$ cat src/rtl/adc_smp_pkg.sv
package adc_smp_pkg;
  typedef enum logic [2:0] {
    PH_IDLE   = 3'd0,
    PH_COUNT  = 3'd1,
    PH_WINDOW = 3'd2,
    PH_CONV   = 3'd3,
    PH_BULB   = 3'd4
  } phase_t;
endpackage

$ cat src/rtl/adc_smp_rst_sync.sv
module adc_smp_rst_sync #(
  parameter int STAGES = 2
) (
  input  logic clk,
  input  logic rst_n,
  output logic rst_n_sync
);
  logic [STAGES-1:0] chain_q;

  always_ff @(posedge clk or negedge rst_n) begin
    if (!rst_n) chain_q <= '0;
    else        chain_q <= {chain_q[STAGES-2:0], 1'b1};
  end

  assign rst_n_sync = chain_q[STAGES-1];
endmodule

$ cat src/rtl/adc_smp_edge_det.sv
module adc_smp_edge_det #(
  parameter int NSIG = 2
) (
  input  logic            clk,
  input  logic            rst_n,
  input  logic [NSIG-1:0] sig,
  output logic [NSIG-1:0] rise,
  output logic [NSIG-1:0] fall
);
  logic [NSIG-1:0] prev_q;

  always_ff @(posedge clk or negedge rst_n) begin
    if (!rst_n) prev_q <= '0;
    else        prev_q <= sig;
  end

  for (genvar i = 0; i < NSIG; i++) begin : g_edge
    assign rise[i] = sig[i] & ~prev_q[i];
    assign fall[i] = ~sig[i] & prev_q[i];
  end
endmodule

$ cat src/rtl/adc_smp_time_cnt.sv
module adc_smp_time_cnt #(
  parameter int CNT_W = 8
) (
  input  logic             clk,
  input  logic             rst_n,
  input  logic             load,
  input  logic [CNT_W-1:0] load_val,
  input  logic             dec,
  output logic             last
);
  localparam logic [CNT_W-1:0] ONE = CNT_W'(1);

  logic [CNT_W-1:0] cnt_q, cnt_d;

  always_comb begin
    cnt_d = cnt_q;
    if (load)     cnt_d = (load_val == '0) ? ONE : load_val;
    else if (dec) cnt_d = cnt_q - ONE;
  end

  always_ff @(posedge clk or negedge rst_n) begin
    if (!rst_n)          cnt_q <= '0;
    else if (load | dec) cnt_q <= cnt_d;
  end

  assign last = (cnt_q == ONE);

  // counting never runs below one
  assert_no_underflow_R2: assert property (@(posedge clk) disable iff (!rst_n)
    dec |-> (cnt_q != '0));
endmodule

$ cat src/rtl/adc_smp_phase_ctrl.sv
module adc_smp_phase_ctrl
  import adc_smp_pkg::*;
#(
  parameter int CNT_W = 8
) (
  input  logic             clk,
  input  logic             rst_n,
  input  logic             hw_trig,
  input  logic             hw_trig_en,
  input  logic             sw_start,
  input  logic             sw_samp_bit,
  input  logic [CNT_W-1:0] smp_cycles,
  input  logic             eoc,
  input  logic             trig_ctl_mode,
  input  logic             bulb_mode,
  output logic             sample_en,
  output logic             convert_start,
  output logic             cfg_err
);
  localparam int HW_IDX = 0;
  localparam int SW_IDX = 1;

  logic       rst_n_int;
  logic [1:0] edge_rise, edge_fall;
  logic       start_evt, win_open, win_close, conflict;
  logic       cnt_load, cnt_dec, cnt_last;
  phase_t     ph_q, ph_d;
  logic       conv_d, sample_d;
  logic       sample_q, conv_q, err_q;

  adc_smp_rst_sync #(.STAGES(2)) u_rst (
    .clk(clk), .rst_n(rst_n), .rst_n_sync(rst_n_int));

  adc_smp_edge_det #(.NSIG(2)) u_edge (
    .clk(clk), .rst_n(rst_n_int), .sig({sw_samp_bit, hw_trig}),
    .rise(edge_rise), .fall(edge_fall));

  adc_smp_time_cnt #(.CNT_W(CNT_W)) u_cnt (
    .clk(clk), .rst_n(rst_n_int), .load(cnt_load), .load_val(smp_cycles),
    .dec(cnt_dec), .last(cnt_last));

  assign conflict  = trig_ctl_mode & bulb_mode;
  assign start_evt = hw_trig_en ? edge_rise[HW_IDX] : sw_start;
  assign win_open  = hw_trig_en ? edge_rise[HW_IDX] : edge_rise[SW_IDX];
  assign win_close = hw_trig_en ? edge_fall[HW_IDX] : edge_fall[SW_IDX];
  assign cnt_dec   = (ph_q == PH_COUNT);

  always_comb begin
    ph_d     = ph_q;
    cnt_load = 1'b0;
    conv_d   = 1'b0;
    unique case (ph_q)
      PH_IDLE: begin
        if (!conflict) begin
          if (trig_ctl_mode) begin
            if (win_open) ph_d = PH_WINDOW;
          end else if (start_evt) begin
            if (bulb_mode || hw_trig_en || sw_samp_bit) begin
              ph_d     = PH_COUNT;
              cnt_load = 1'b1;
            end else begin
              ph_d   = PH_CONV;
              conv_d = 1'b1;
            end
          end
        end
      end
      PH_COUNT: begin
        if (cnt_last) begin
          ph_d   = PH_CONV;
          conv_d = 1'b1;
        end
      end
      PH_WINDOW: begin
        if (win_close) begin
          ph_d   = PH_CONV;
          conv_d = 1'b1;
        end
      end
      PH_CONV: begin
        if (eoc) ph_d = (bulb_mode && !conflict) ? PH_BULB : PH_IDLE;
      end
      PH_BULB: begin
        if (conflict || !bulb_mode) begin
          ph_d = PH_IDLE;
        end else if (start_evt) begin
          ph_d   = PH_CONV;
          conv_d = 1'b1;
        end
      end
      default: ph_d = PH_IDLE;
    endcase
  end

  assign sample_d = (ph_d == PH_COUNT) || (ph_d == PH_WINDOW) || (ph_d == PH_BULB);

  always_ff @(posedge clk or negedge rst_n_int) begin
    if (!rst_n_int) begin
      ph_q     <= PH_IDLE;
      sample_q <= 1'b0;
      conv_q   <= 1'b0;
      err_q    <= 1'b0;
    end else begin
      ph_q     <= ph_d;
      sample_q <= sample_d;
      conv_q   <= conv_d;
      err_q    <= conflict;
    end
  end

  assign sample_en     = sample_q;
  assign convert_start = conv_q;
  assign cfg_err       = err_q;

  // launch pulse is one cycle wide
  assert_conv_single_R9: assert property (@(posedge clk) disable iff (!rst_n_int)
    convert_start |=> !convert_start);
  // launch never overlaps sampling
  assert_conv_not_sampling_R9: assert property (@(posedge clk) disable iff (!rst_n_int)
    convert_start |-> !sample_en);
  // a conflicting configuration blocks any start from idle
  assert_refuse_start_R7: assert property (@(posedge clk) disable iff (!rst_n_int)
    (ph_q == PH_IDLE && conflict) |=> (!sample_en && !convert_start));
  // nothing starts while a conversion is outstanding
  assert_busy_ignore_R8: assert property (@(posedge clk) disable iff (!rst_n_int)
    (ph_q == PH_CONV && !eoc) |=> (!sample_en && !convert_start));
  // continuous mode resamples right after end of conversion
  assert_bulb_restart_R6: assert property (@(posedge clk) disable iff (!rst_n_int)
    (ph_q == PH_CONV && eoc && bulb_mode && !trig_ctl_mode) |=> sample_en);
endmodule

$ cat config.mk
export PLATFORM = sky130hd
export DESIGN_NAME = adc_smp_phase_ctrl
export DESIGN_NICKNAME = d
export VERILOG_FILES = /design/src/rtl/adc_smp_pkg.sv /design/src/rtl/adc_smp_rst_sync.sv /design/src/rtl/adc_smp_edge_det.sv /design/src/rtl/adc_smp_time_cnt.sv /design/src/rtl/adc_smp_phase_ctrl.sv
export SDC_FILE = /design/constraint.sdc
export NUM_CORES = 1
export LEC_CHECK = 0
export BUFFER_PORTS_ARGS = -buffer_cell sky130_fd_sc_hd__clkbuf_2
export CORE_MARGIN = 2
export CORE_UTILIZATION = 50
export DETAILED_ROUTE_END_ITERATION = 6
export PLACE_DENSITY_LB_ADDON = 0.3
export SETUP_SLACK_MARGIN = 0.4
export SLEW_MARGIN = 20
export SYNTH_ARGS = -nofsm -noshare
export SYNTH_HDL_FRONTEND = slang
export SYNTH_SLANG_ARGS = --single-unit
$ cat constraint.sdc
create_clock -name clk -period 1.7 [get_ports clk]
set_input_delay 0.255 -clock clk [delete_from_list [all_inputs] [get_ports clk]]
set_output_delay 0.255 -clock clk [all_outputs]
set_load 0.02 [all_outputs]
==> flow_metrics.env <==
export IMPL_synthMuxAreaShare_pct=0.995
export IMPL_setup_slack_ns=0.188
export IMPL_min_period_over_period_pct=88.9
export IMPL_hold_slack_ns=0.129
export IMPL_io_buffers=19
export IMPL_yosysSeqAreaShare_pct=44.8
export IMPL_cp_max_fo=5
export IMPL_nNetsFinal=156
export IMPL_path_delay_family="compound AO/OA/AOI/OAI gates"
export IMPL_reg2reg_slack_ns=0.19
export IMPL_drv_slew=0
export IMPL_cts_root_buffer="clkbuf_4"
export IMPL_synth_top_area_share_pct=44.8
export IMPL_ios=20
export IMPL_tritoncts="built"
export IMPL_syn_area_mm2=0.00101
export IMPL_clk_latency_ns=0.28
export IMPL_antenna_cells=0
export IMPL_numCtsBuffers=3
export IMPL_start_util_pct=52.3
export IMPL_finalNonFillerCells=162
export IMPL_syn_inst=104
export IMPL_hp_class="in -> reg"
export IMPL_crit_buf_inv=1
export IMPL_route_detailed_drc=0
export IMPL_synth_seq_cells=18
export IMPL_via_count=938
export IMPL_vias_per_cell=5.79
export IMPL_die_area_mm2=0.00239
export IMPL_crit_arrival_ns=1.68
export IMPL_tightest_slew_ns=0.634
export IMPL_fin_area_mm2=0.00133
export IMPL_ys_flop_type="dfrtp_1"
export IMPL_maxCapViolCount=0
export IMPL_grt_max_degree=17
export IMPL_synth_simple_gate_area_share_pct=30.0
export IMPL_period_minus_slack_ns=1.51
export IMPL_cp_data_required_time_ns=1.87
export IMPL_async_reset_ff_share_pct=100
export IMPL_p_total_mw=1.97
export IMPL_dr_pass1_iters=4
export IMPL_mostFrequentLayoutCells="19 x clkbuf_2, 15 x dfrtp_1, 9 x nand2_1"
export IMPL_htreeDepth=1
export IMPL_rsz0062_at_grt="yes"
export IMPL_placed_area_mm2=0.00113
export IMPL_drt_iter0_markers=31
export IMPL_grt_total_usage_pct=20.4
export IMPL_power_per_cell_area_mw_per_mm2=1480
export IMPL_grt_pass1_wl_um=3790
export IMPL_start_kind="register"
export IMPL_antenna_found_initial=0
export IMPL_clkSinkCount=18
export IMPL_fin_util_pct=69.4
export IMPL_clk_pin_slew_ns=0.10
export IMPL_syn2layout_area_growth_pct=32.6
export IMPL_routedWlPerCell_um=15.4
export IMPL_cts_path_max_buffers=2
export IMPL_synth_compound_area_share_pct=15.8
export IMPL_dp_worst_setup_slack_ns=0.134
export IMPL_avgSynthCellArea_um2=9.67
export IMPL_finalSetupViolCount=0
export IMPL_synthTopCellsByArea="dfrtp_1 45%, o21ai_0 4.5%, nand2_1 3.4%"
export IMPL_grt_pass1_vias=821
export IMPL_post_dp_hpwl_um=1640
export IMPL_worst_setup_path_end_kind="register"
export IMPL_row_count=16
export IMPL_p_leak_nw=0.576
export IMPL_die_h_um=48.9
export IMPL_slowest_stage="dfrtp_1"
export IMPL_status="complete, no violations"
export IMPL_synth_enable_flop_cells=0
export IMPL_synth_xor_area_share_pct=1.74
export IMPL_hold_viol=0
export IMPL_synth_warnings=0
export IMPL_path_cells="and4bb_2, o2111a_2, buf_6, a221o_1"
export IMPL_max_stage_delay_ns=0.40
export IMPL_synthAdderAreaFrac_pct=2.49
export IMPL_skew_ns=0.00226
export IMPL_synth_fp_nets=123
export IMPL_coreArea_mm2=0.00192
export IMPL_drtAntennaViolNets=0
export IMPL_final_layout_size_suffix_gt1_share_pct=40.7
export IMPL_finalSetupTns_ns=0
export IMPL_place_inst=148
export IMPL_fmax_mhz=662
export IMPL_layout_commonest_cell="clkbuf_2"
export IMPL_synth_top_area_cell="dfrtp_1"
export IMPL_peakVddDrop_v=0.000948
export IMPL_die_w_um=48.9
export IMPL_postRouteWirelength_um=2500
export IMPL_worst_setup_path_type="reg -> reg"
export IMPL_gp_congestion=0.869
export IMPL_grt_overflow=0
export IMPL_max_slew_margin_pct=57.1
export IMPL_synth_top_family_by_area="simple AND/OR/NAND/NOR gates"
export IMPL_yosysUniqueCellTypes=40
==> cells by family (layout without fill, tap and decap cells) <==
group	after synthesis	in the layout
AND/OR/NAND/NOR	50	50
AO/OA/AOI/OAI	24	24
flip-flops	18	18
buffers and inverters	6	37
adder cells (fa/ha/maj)	2	2
XOR/XNOR	2	2
other	1	1
multiplexers	1	1
==> cell type report <==
class	instances	area (um2)
multi-input combinational	80	626
sequential	18	454
fill	161	588
tap	27	33.8
timing repair buffer	31	186
clock buffer	3	22.5
inverter	3	11.3
==> final timing paths <==
| check | from | cells after the start | end |
|---|---|---|---|
| max | u_edge.prev_q[0]$_DFF_PN0_ | 4 | u_cnt.cnt_q[1]$_DFFE_PN0P_ |
| min | hw_trig | 1 | u_edge.prev_q[0]$_DFF_PN0_ |
| max reg2reg | u_edge.prev_q[0]$_DFF_PN0_ | 4 | u_cnt.cnt_q[1]$_DFFE_PN0P_ |
| min reg2reg | u_rst.chain_q[1]$_DFF_PN0_ | 0 | sample_en$_DFF_PN0_ |
| max in group asynchronous | u_rst.chain_q[1]$_DFF_PN0_ | 0 | u_cnt.cnt_q[0]$_DFFE_PN0P_ |
| min in group asynchronous | u_rst.chain_q[1]$_DFF_PN0_ | 0 | sample_en$_DFF_PN0_ |
==> flip-flops by register name (all words and copies together) (netlist names) <==
name	flops
u_rst.chain_q	2
u_cnt.cnt_q	8
cfg_err	1
convert_start	1
sample_en	1
u_edge.prev_q	2
ph_q	3
==> what timing repair did <==
action	in CTS	in global routing
hold buffers	1	0
cloned	0	1
hold endpoints to repair	2	0
buffers inserted	2	7
endpoints found under the setup margin	10	13
resized for setup	6	20
pin swaps	4	9
==> routing by layer <==
metal,wire length (um),track usage (%)
met5,0,0
met4,0,4.76
met3,117,2.45
met2,1290,34.7
met1,1090,28.0
==> power breakdown <==
group	internal [mW]	switching [mW]
sequential	0.572	0.213
combinational	0.478	0.502
clock	0.0821	0.121
==> Yosys cell counts (all sizes together), types with 2 or more instances <==
cell type   n
dfrtp      18
or4         2
and4b       2
nand2       9
nor3b       5
nand3       7
o21ai       9
buf         2
a21oi       3
o211ai      3
ha          2
inv         3
nor2        9
a31oi       2
nor4        2
a32oi       2
and4bb      2
nor3        3
Power figures use the tool's default switching activity.
